### config.mk
export PLATFORM = sky130hd
export DESIGN_NAME = spec_recovery_ctrl
export DESIGN_NICKNAME = d
export VERILOG_FILES = /design/src/rtl/spec_recovery_ctrl.sv
export SDC_FILE = /design/constraint.sdc
export NUM_CORES = 1
export LEC_CHECK = 0
export ABC_AREA = 0
export BUFFER_PORTS_ARGS = -buffer_cell sky130_fd_sc_hd__buf_2
export CAP_MARGIN = 20
export CELL_PAD_IN_SITES_DETAIL_PLACEMENT = 0
export CELL_PAD_IN_SITES_GLOBAL_PLACEMENT = 1
export CORE_MARGIN = 5
export CORE_UTILIZATION = 43
export DETAILED_ROUTE_END_ITERATION = 6
export PLACE_DENSITY_LB_ADDON = 0.12
export SLEW_MARGIN = 20
export SYNTH_ARGS = -nofsm -noshare
export SYNTH_HDL_FRONTEND = slang
export SYNTH_SLANG_ARGS = --single-unit
### constraint.sdc
create_clock -name clk -period 4.1 [get_ports clk]
set_clock_uncertainty 0.15 [all_clocks]
set_input_delay 0.41 -clock clk [delete_from_list [all_inputs] [get_ports clk]]
set_output_delay 0.41 -clock clk [all_outputs]
set_load 0.02 [all_outputs]
### src/rtl/spec_recovery_ctrl.sv
module spec_recovery_ctrl #(
  parameter int PRIME_CYC = 1,
  parameter int WAIT_CYC  = 2,
  parameter int CNT_W     = 16
) (
  input  logic             clk,
  input  logic             rst,
  input  logic             start,
  input  logic             misspec,
  input  logic             done,
  output logic             commit,
  output logic             rollback,
  output logic             path_sel,
  output logic [CNT_W-1:0] commit_count,
  output logic [CNT_W-1:0] miss_count
);
  localparam int LONGEST = (PRIME_CYC > WAIT_CYC) ? PRIME_CYC : WAIT_CYC;
  localparam int TMR_W   = $clog2(LONGEST + 1);
  localparam logic [TMR_W-1:0] PRIME_LOAD = TMR_W'(PRIME_CYC - 1);
  localparam logic [TMR_W-1:0] WAIT_LOAD  = TMR_W'(WAIT_CYC - 1);

  typedef enum logic [2:0] {S_IDLE, S_PRIME, S_SPEC, S_WAIT, S_RECOV} phase_t;

  phase_t           phase;
  logic [TMR_W-1:0] tmr;

  wire in_spec  = (phase == S_SPEC);
  wire in_recov = (phase == S_RECOV);
  wire tmr_zero = (tmr == '0);
  wire miss_hit = in_spec && misspec;

  assign path_sel = in_spec;
  assign rollback = in_recov;
  assign commit   = (in_spec && !misspec) || in_recov;

  always_ff @(posedge clk) begin
    if (rst) begin
      phase <= S_IDLE;
      tmr   <= '0;
    end else begin
      case (phase)
        S_IDLE:
          if (start) begin
            phase <= S_PRIME;
            tmr   <= PRIME_LOAD;
          end
        S_PRIME:
          if (tmr_zero) phase <= S_SPEC;
          else          tmr   <= tmr - 1'b1;
        S_SPEC:
          if (misspec) begin
            phase <= S_WAIT;
            tmr   <= WAIT_LOAD;
          end else if (done) begin
            phase <= S_IDLE;
          end
        S_WAIT:
          if (tmr_zero) phase <= S_RECOV;
          else          tmr   <= tmr - 1'b1;
        S_RECOV:
          if (done) begin
            phase <= S_IDLE;
          end else begin
            phase <= S_PRIME;
            tmr   <= PRIME_LOAD;
          end
        default: phase <= S_IDLE;
      endcase
    end
  end

  always_ff @(posedge clk) begin
    if (rst || (phase == S_IDLE && start)) begin
      commit_count <= '0;
      miss_count   <= '0;
    end else begin
      if (commit)   commit_count <= commit_count + 1'b1;
      if (miss_hit) miss_count   <= miss_count + 1'b1;
    end
  end
endmodule

# Word-level counts from Yosys, hierarchy flattened
# Cells that the tools add are included.
[totals]
wordCells = 42
inputBits = 5
register_bits = 37
[classes]
reduce_logical = 12
n_addsub = 3
n_eq_ne = 11
n_mux = 12
[op_table]
columns = ["operator", "count"]
rows = [
  ["adder 16 x 1 -> 16 bit (second input constant)", 2],
  ["2-to-1 mux 3 bit", 5],
  ["one-hot mux 3 bit (5 select lines)", 1],
  ["inequality test 2 bit (second input constant)", 6],
  ["2-to-1 mux 2 bit", 4],
  ["one-hot mux 2 bit (4 select lines)", 1],
  ["== test 3 x 2 -> 1 bit (second input constant)", 2],
  ["AND reduction 5 bit", 1],
  ["AND reduction 4 bit", 1],
  ["nonzero test 4 bit", 1],
  ["== test 3 x 1 -> 1 bit (second input constant)", 1],
  ["== test 3 bit (second input constant)", 1],
  ["logical AND 1 bit", 3],
  ["zero test 3 bit", 1],
  ["inequality test 3 bit (second input constant)", 1],
  ["zero test 2 bit", 1],
  ["logical OR 1 bit", 2],
  ["OR reduction 2 bit", 1],
  ["subtractor 2 x 1 -> 2 bit (second input constant)", 1],
  ["zero test 1 bit", 1],
  ["2-to-1 mux 1 bit", 1],
]

# Depth between registers and ports, before layout
# Gate-level depths: netlist of the first run.
[logic_depth]
word_depth = 4
ltp_mapped = 6

# Least setup slack after synthesis of the first run
# No wires, ideal clock.
[synth_timing]
path_kind = "register to output"
start = "register phase[2]"
end = "output port commit"
setup_slack_ns = 1.875
path_buffers = 1
path_stages_with_launch = 5
arrival_ns = 1.665
path_cell_list = "dfxtp_1 > buf_2 > nor3b_1 > nor2_1 > inv_1"
[synth_lines]
columns = ["item", "line", "rtl"]
rows = [
  ["start: declaration", "24", "phase_t phase;"],
  ["start signal: assignment", "38", "phase <= S_IDLE;"],
  ["start signal: assignment", "44", "phase <= S_PRIME;"],
  ["start signal: assignment", "48", "if (tmr_zero) phase <= S_SPEC;"],
  ["== test 3 bit", "28", "wire in_recov = (phase == S_RECOV);"],
  ["named net rollback", "12", "output logic rollback,"],
  ["logical OR 1 bit", "34", "assign commit = (in_spec && !misspec) || in_recov;"],
  ["end: declaration", "11", "output logic commit,"],
]
# The timed path passes the listed nets, and every way through them passes these cells.

# Worst setup path in the final report of the first run
[layout_timing]
start = "register phase[1]"
end = "output port commit"
[layout_via]
elab_chain_len = 3
[layout_lines]
columns = ["item", "line", "rtl"]
rows = [
  ["== test 3 x 2 -> 1 bit", "27", "wire in_spec = (phase == S_SPEC);"],
  ["logical AND 1 bit", "34", ""],
  ["logical OR 1 bit *", "34", ""],
]
# Mark *: on every way between the ends. The rest lies on a longest branch, timed or not.

==> results of run 1 <==
==> power groups by stage <==
| stage | Sequential, W | Combinational (W) | Clock (W) |
|---|---|---|---|
| 6_report | 0.000387 | 0.0000998 | 0.000254 |
| 5_1_grt | 0.000389 | 0.000113 | 0.000282 |
| 4_1_cts | 0.000387 | 0.000101 | 0.000266 |
| 3_5_place_dp | 0.000395 | 0.000101 | 0 |
| 3_3_place_gp | 0.000395 | 0.000102 | 0 |
| 2_1_floorplan | 0.000386 | 0.0000905 | 0 |
==> area by class of cell <==
class / instances / share of cell area (%)
inverter: 7 / 1.242
multi-input combinational: 155 / 47.13
clock buffer: 7 / 4.080
tap: 50 / 2.957
timing repair buffer: 40 / 9.580
sequential: 37 / 35.01
==> cell usage after synthesis (all sizes together) <==
cell     number  area, um^2
dfxtp        37       740.7
nor2         20       75.07
a21oi        17       85.08
o21ai        15       75.07
nand2        14       52.55
or3          10       73.82
xnor2         9       78.83
buf           8       52.55
or4           8       60.06
inv           7       26.28
nand3         7       35.03
o31ai         7       52.55
xor2          7       61.31
nand4         6       58.80
nor3          5       25.02
nor4          4       25.02
ha            3       37.54
nor3b         3       27.52
and4          2       17.52
clkbuf        2       7.510
mux2          2       22.52
nor4b         2       17.52
o2111ai       2       17.52
o211ai        2       15.01
or2           2       12.52
a211oi        1       7.510
and3          1       6.260
and4b         1       13.76
and4bb        1       12.51
nand2b        1       6.260
nand3b        1       7.510
nand4bb       1       11.26
nor2b         1       6.260
==> cell families (layout without fill, tap and decap cells) <==
logic type,Yosys count,in the layout,synth area share [%]
flops,37,37,40.60
compound gates,44,44,13.85
buf+inv,17,54,4.733
mux,2,2,1.234
xor+xnor,16,16,7.682
simple gates,90,90,29.84
fa+ha+maj,3,3,2.058
==> per-layer routing <==
| layer | up-vias | GRT usage, % | part of all wire [%] |
|---|---|---|---|
| li1 | 834 | - | - |
| met3 | 4 | 4.406 | 5.9 |
| met2 | 32 | 21.47 | 42 |
| met5 | - | 0 | 0 |
| met4 | 0 | 4.078 | 0.77 |
| met1 | 702 | 20.55 | 51 |
==> path summary, 6_finish.rpt <==
kind              startpoint  depth (start not counted)             end  slack [ns]
setup / recovery    phase[1]                          4          commit        1.68
setup reg to reg    phase[1]                          4  miss_count[15]        1.85
hold reg to reg       tmr[1]                          2          tmr[1]        0.31
hold / removal           rst                          2          tmr[1]        0.23
==> worst max-delay path, delay by kind of cell, from the launching register on <==
kind,cells,cell delay (ns)
DFF,1,0.54
buffers and inverters,2,0.25
and+or+nand+nor,2,0.80
==> metrics by stage <==
stage | setup WS [ns] | hold slack, ns | instances
floorplan | 1.875 | 0.2758 | 209
global placement | 1.895 | 0.2926 | 289
detailed placement | 1.867 | 0.2976 | 289
CTS | 1.643 | 0.2261 | 296
global route | 1.501 | 0.2182 | 296
finish | 1.679 | 0.2342 | 296
==> state kept, by name, summed over array words and instances, names as in the netlist <==
signal and flops:
commit_count 16, miss_count 16, phase 3, tmr 2
==> impl_metrics.ini, run 1 <==
[setup_path]
path_cells = nor4b_1, nor2_1, inv_1, buf_2
crit_path_end_kind = output pin
cp.required_ns = 3.54
path_class = reg2out
critPathMaxFanout = 13
cp-start-kind = flop
crit_arrival_ns = 1.86
cp_slowest_cell = nor4b_1
slowest_delay_ns = 0.62

[yosys]
yosysWarnings = 0
synth-seq-cells = 37
syn-cell-area_mm2 = 0.001824
avgSynthCellArea_um2 = 8.728
postSynthCellCount = 209
syn-num-nets = 217
yosysSeqAreaShare_pct = 40.60
synth_cell_types = 41

[pwr]
p_sw_share_pct = 26.44
ir_drop_uv = 289.1
power_switching_w = 0.0001960
pwr-share-comb_pct = 13.5
clkPwrFrac_pct = 34.3
power.total_w = 0.0007413
powerDensity_mw_per_mm2 = 350.4
p_leak_nw = 0.7971
p_int_w = 0.0005453
seq_power_share_pct = 52.2

[placement]
dp.final_hpwl_um = 2679
routabilityCongestion = 0.7797
io_buffers = 39
place_area_mm2 = 0.002029

[die]
die_h_um = 75.14
die_x_um = 75.14
core_area_mm2 = 0.004058
ios = 40
dieArea_mm2 = 0.005645
rows = 23
start_util_pct = 44.96

[cts]
tritoncts = done
ctsHoldBuffers = 0
clock_latency_ns = 0.28
cts_buffers = 5
post_cts_buffers = 0
cts_sinks = 37
cts_root_buffer = clkbuf_8
cts_buffer_depth = 2
cts-htree-levels = 2
postCtsResizedCells = 0
cts.clk_slew.worst_paths_ns = 0.07

[drt]
wire_per_inst_um = 12.73
route.detailed.drc = 0
antenna_left = 0
drt_wl_total_um = 3768
drt_iter0_markers = 71
first_pass_iters = 4
vias_per_cell = 5.311
vias = 1572

[global_route]
grt_pass1_vias = 1426
grt-ovfl-total = 0
grt_pass1_wl_um = 6506
grt_max_degree = 33
antenna_found_initial = 0
track_usage_pct = 14.55

[cells_and_area]
final_area_mm2 = 0.002116
drive_above_1_share_pct = 23.17
regArea_um2 = 740.7
multi_input_area_um2 = 997.2
nFillCells = 418
final_nets = 254
layout_commonest_cell = buf_2
final_cell_mix = buf_2 (39), dfxtp_1 (37), nor2_1 (20)
diodes = 0
area_growth_pct = 15.98
utilization_pct = 52.14

[sta]
slew-limit-headroom_pct = 52.74
hold_violations = 0
drv_slew = 0
rsz0062_at_grt = false
fmax_mhz = 413.0
worst_pin_slew_ns = 0.7041
finalCriticalPeriod_ns = 2.421
post-route-period-util_pct = 59.06
tns_ns = 0
setup_viol = 0

[worst_hold_path]
min_path_type = in2reg

[flow_run]
maxCapViolCount = 0

[status]
status = complete, no violations
Note: power is estimated with default switching activity, not from simulation.
==> run 2: changes to the inputs <==
--- a/config.mk
+++ b/config.mk
@@ -5,13 +5,13 @@
 export SDC_FILE = /design/constraint.sdc
 export NUM_CORES = 1
 export LEC_CHECK = 0
-export ABC_AREA = 0
+export ABC_AREA = 1
 export BUFFER_PORTS_ARGS = -buffer_cell sky130_fd_sc_hd__buf_2
 export CAP_MARGIN = 20
 export CELL_PAD_IN_SITES_DETAIL_PLACEMENT = 0
 export CELL_PAD_IN_SITES_GLOBAL_PLACEMENT = 1
 export CORE_MARGIN = 5
-export CORE_UTILIZATION = 43
+export CORE_UTILIZATION = 35
 export DETAILED_ROUTE_END_ITERATION = 6
 export PLACE_DENSITY_LB_ADDON = 0.12
 export SLEW_MARGIN = 20
==> constraint.sdc (replaced) <==
create_clock -name clk -period 2.1 [get_ports clk]
set_clock_uncertainty 0.15 [all_clocks]
set_input_delay 0.21 -clock clk [delete_from_list [all_inputs] [get_ports clk]]
set_output_delay 0.21 -clock clk [all_outputs]
set_load 0.02 [all_outputs]
==> impl_metrics.ini, run 2 <==
[setup_path]
critPathMaxFanout = 11
slowest_delay_ns = 0.59
cp_top_family = flip-flops
reg2reg_depth = 9
crit_path_end_kind = output pin
cp.required_ns = 1.74
worst-path-stages = 5
path_buf_inv = 2
path_class = reg2out
crit_arrival_ns = 1.55
cp-start-kind = flop
cp_slowest_cell = dfxtp_1
path_cells = inv_2, nor2_2, nand3_1, nand2_2, buf_2

[cts]
tritoncts = done
cts_buffer_depth = 2
clock_latency_ns = 0.29
cts_buffers = 5
ctsHoldBuffers = 0
cts_sinks = 37
cts_root_buffer = clkbuf_8
cts.clk_slew.worst_paths_ns = 0.07
cts-htree-levels = 2
post_cts_buffers = 0
postCtsResizedCells = 0

[pwr]
powerDensity_mw_per_mm2 = 620.6
power_switching_w = 0.0004501
clkPwrFrac_pct = 34.4
power.total_w = 0.001511
ir_drop_uv = 345.5
p_leak_nw = 1.061
p_sw_share_pct = 29.78
p_int_w = 0.001061
seq_power_share_pct = 49.2
pwr-share-comb_pct = 16.4

[yosys]
synth_enable_flop_cells = 0
syn-num-nets = 322
yosysWarnings = 0
yosysSeqAreaShare_pct = 35.34
syn-cell-area_mm2 = 0.002096
synth-xor-area-share_pct = 0.8358
yosysTopAreaCellShare_pct = 35.34
synth.most_common_cell = nand2_1
synthMuxAreaShare_pct = 0
yosysTopAreaCell = dfxtp_1
synthTopCellsByCount = nand2_1 (75), inv_1 (47), nor2_1 (45)
synth-seq-cells = 37
postSynthCellCount = 314
synthAdderAreaFrac_pct = 1.791
async_flop_share_pct = 0
synth_cell_types = 27
synth_top_family_by_area = simple AND/OR/NAND/NOR gates
synthTopCellsByArea = dfxtp_1 (35%), nand2_1 (13%), inv_1 (8.4%), nor2_1 (8.1%), nand3_1 (6.7%)
synthFlopType = dfxtp_1
synth_compound_gate_area_share_pct = 9.493
synth_simple_gate_area_share_pct = 40.42
avgSynthCellArea_um2 = 6.674

[drt]
wire_per_inst_um = 10.97
drt_iter0_markers = 51
vias_per_cell = 4.533
drt_wl_total_um = 4717
vias = 1949
first_pass_iters = 4
route.detailed.drc = 0
antenna_left = 0

[global_route]
grt_pass1_vias = 1795
grt_max_degree = 27
antenna_found_initial = 0
track_usage_pct = 13.48
grt-ovfl-total = 0
grt_pass1_wl_um = 8224

[sta]
slew-limit-headroom_pct = 70.77
setup_viol = 0
tns_ns = 0
finalCriticalPeriod_ns = 1.912
rsz0062_at_grt = false
whs_ns = 0.01817
fmax_mhz = 523.1
worst_pin_slew_ns = 0.4378
hold_violations = 0
drv_slew = 0
post-route-period-util_pct = 91.03

[die]
core_area_mm2 = 0.005886
dieArea_mm2 = 0.007635
die_x_um = 87.38
start_util_pct = 35.61
rows = 28
ios = 40
die_h_um = 87.38

[cells_and_area]
final_cell_mix = nand2_1 (75), inv_1 (47), nor2_1 (45)
nFillCells = 658
multi_input_area_mm2 = 0.001101
regArea_um2 = 740.7
reg.largest.list = commit_count x16, miss_count x16, phase x3
area_growth_pct = 16.18
final_nets = 363
layout_commonest_cell = nand2_1
diodes = 0
drive_above_1_share_pct = 19.72

[worst_hold_path]
min_path_cells = 2
min_path_type = in2reg

[status]
status = complete, no violations

[placement]
io_buffers = 39
routabilityCongestion = 0.7567
dp.final_hpwl_um = 3523

[flow_run]
maxCapViolCount = 0
[run 2: cell count changes after synthesis, moves of 7 or more]
| cell | change |
|---|---|
| nand3_1 | +21 |
| nand4_1 | +8 |
| o21ai_0 | -9 |
| xnor2_1 | -7 |
| or4_1 | -8 |
| inv_1 | +40 |
| xor2_1 | -7 |
| nand2_1 | +61 |
| nor2_1 | +25 |
| or3_1 | -7 |
[run 2: path summary, 6_finish.rpt]
path	from	endpoint	slack, ns
setup / recovery	phase[1]	commit	0.19
hold / removal	rst	phase[1]	0.02
setup reg to reg	phase[1]	commit_count[12]	0.37
hold reg to reg	tmr[1]	tmr[1]	0.31
[run 2: cell type report]
cell class	instances	share of cell area, %
repair buffers	40	8.839
flip-flops and latches	37	30.42
inverters	51	7.965
multi-input cells	220	45.22
well taps	75	3.854
clock inverters	1	0.3083
clock buffers	6	3.392
[run 2: layer usage]
layer / track usage [%] / vias up / wire, um
met2: 20.96 / 29 / 2030
met3: 4.825 / 4 / 231
met4: 3.347 / 0 / 45
met1: 17.70 / 838 / 2410
met5: 0 / - / 0
li1: - / 1078 / -
[run 2: metrics by stage]
stage	instance area (um^2)	setup WS (ns)	cells	util [%]
after global routing	2435	0.08709	430	41.37
after CTS	2435	0.1658	430	41.37
after global placement	2345	0.4184	423	39.84
after detailed placement	2345	0.3769	423	39.84
after floorplan	2096	0.5173	314	-
final	2435	0.1885	430	41.37
[run 2: kinds of logic (layout without fill, tap and decap cells)]
logic type | after synthesis | count (layout)
AOI/OAI and AO/OA | 34 | 34
xor gates and xnor gates | 2 | 2
adders and majority gates | 3 | 3
buffers and inverters | 57 | 98
DFF | 37 | 37
and+or+nand+nor | 181 | 181
[run 2: power by group through the flow]
stage	clock (W)	sequential (W)	combinational (W)
after floorplan	0	0.000751	0.000221
after global placement	0	0.000760	0.000252
after detailed placement	0	0.000761	0.000251
after CTS	0.000545	0.000744	0.000251
after global routing	0.000586	0.000748	0.000287
final	0.000520	0.000744	0.000247
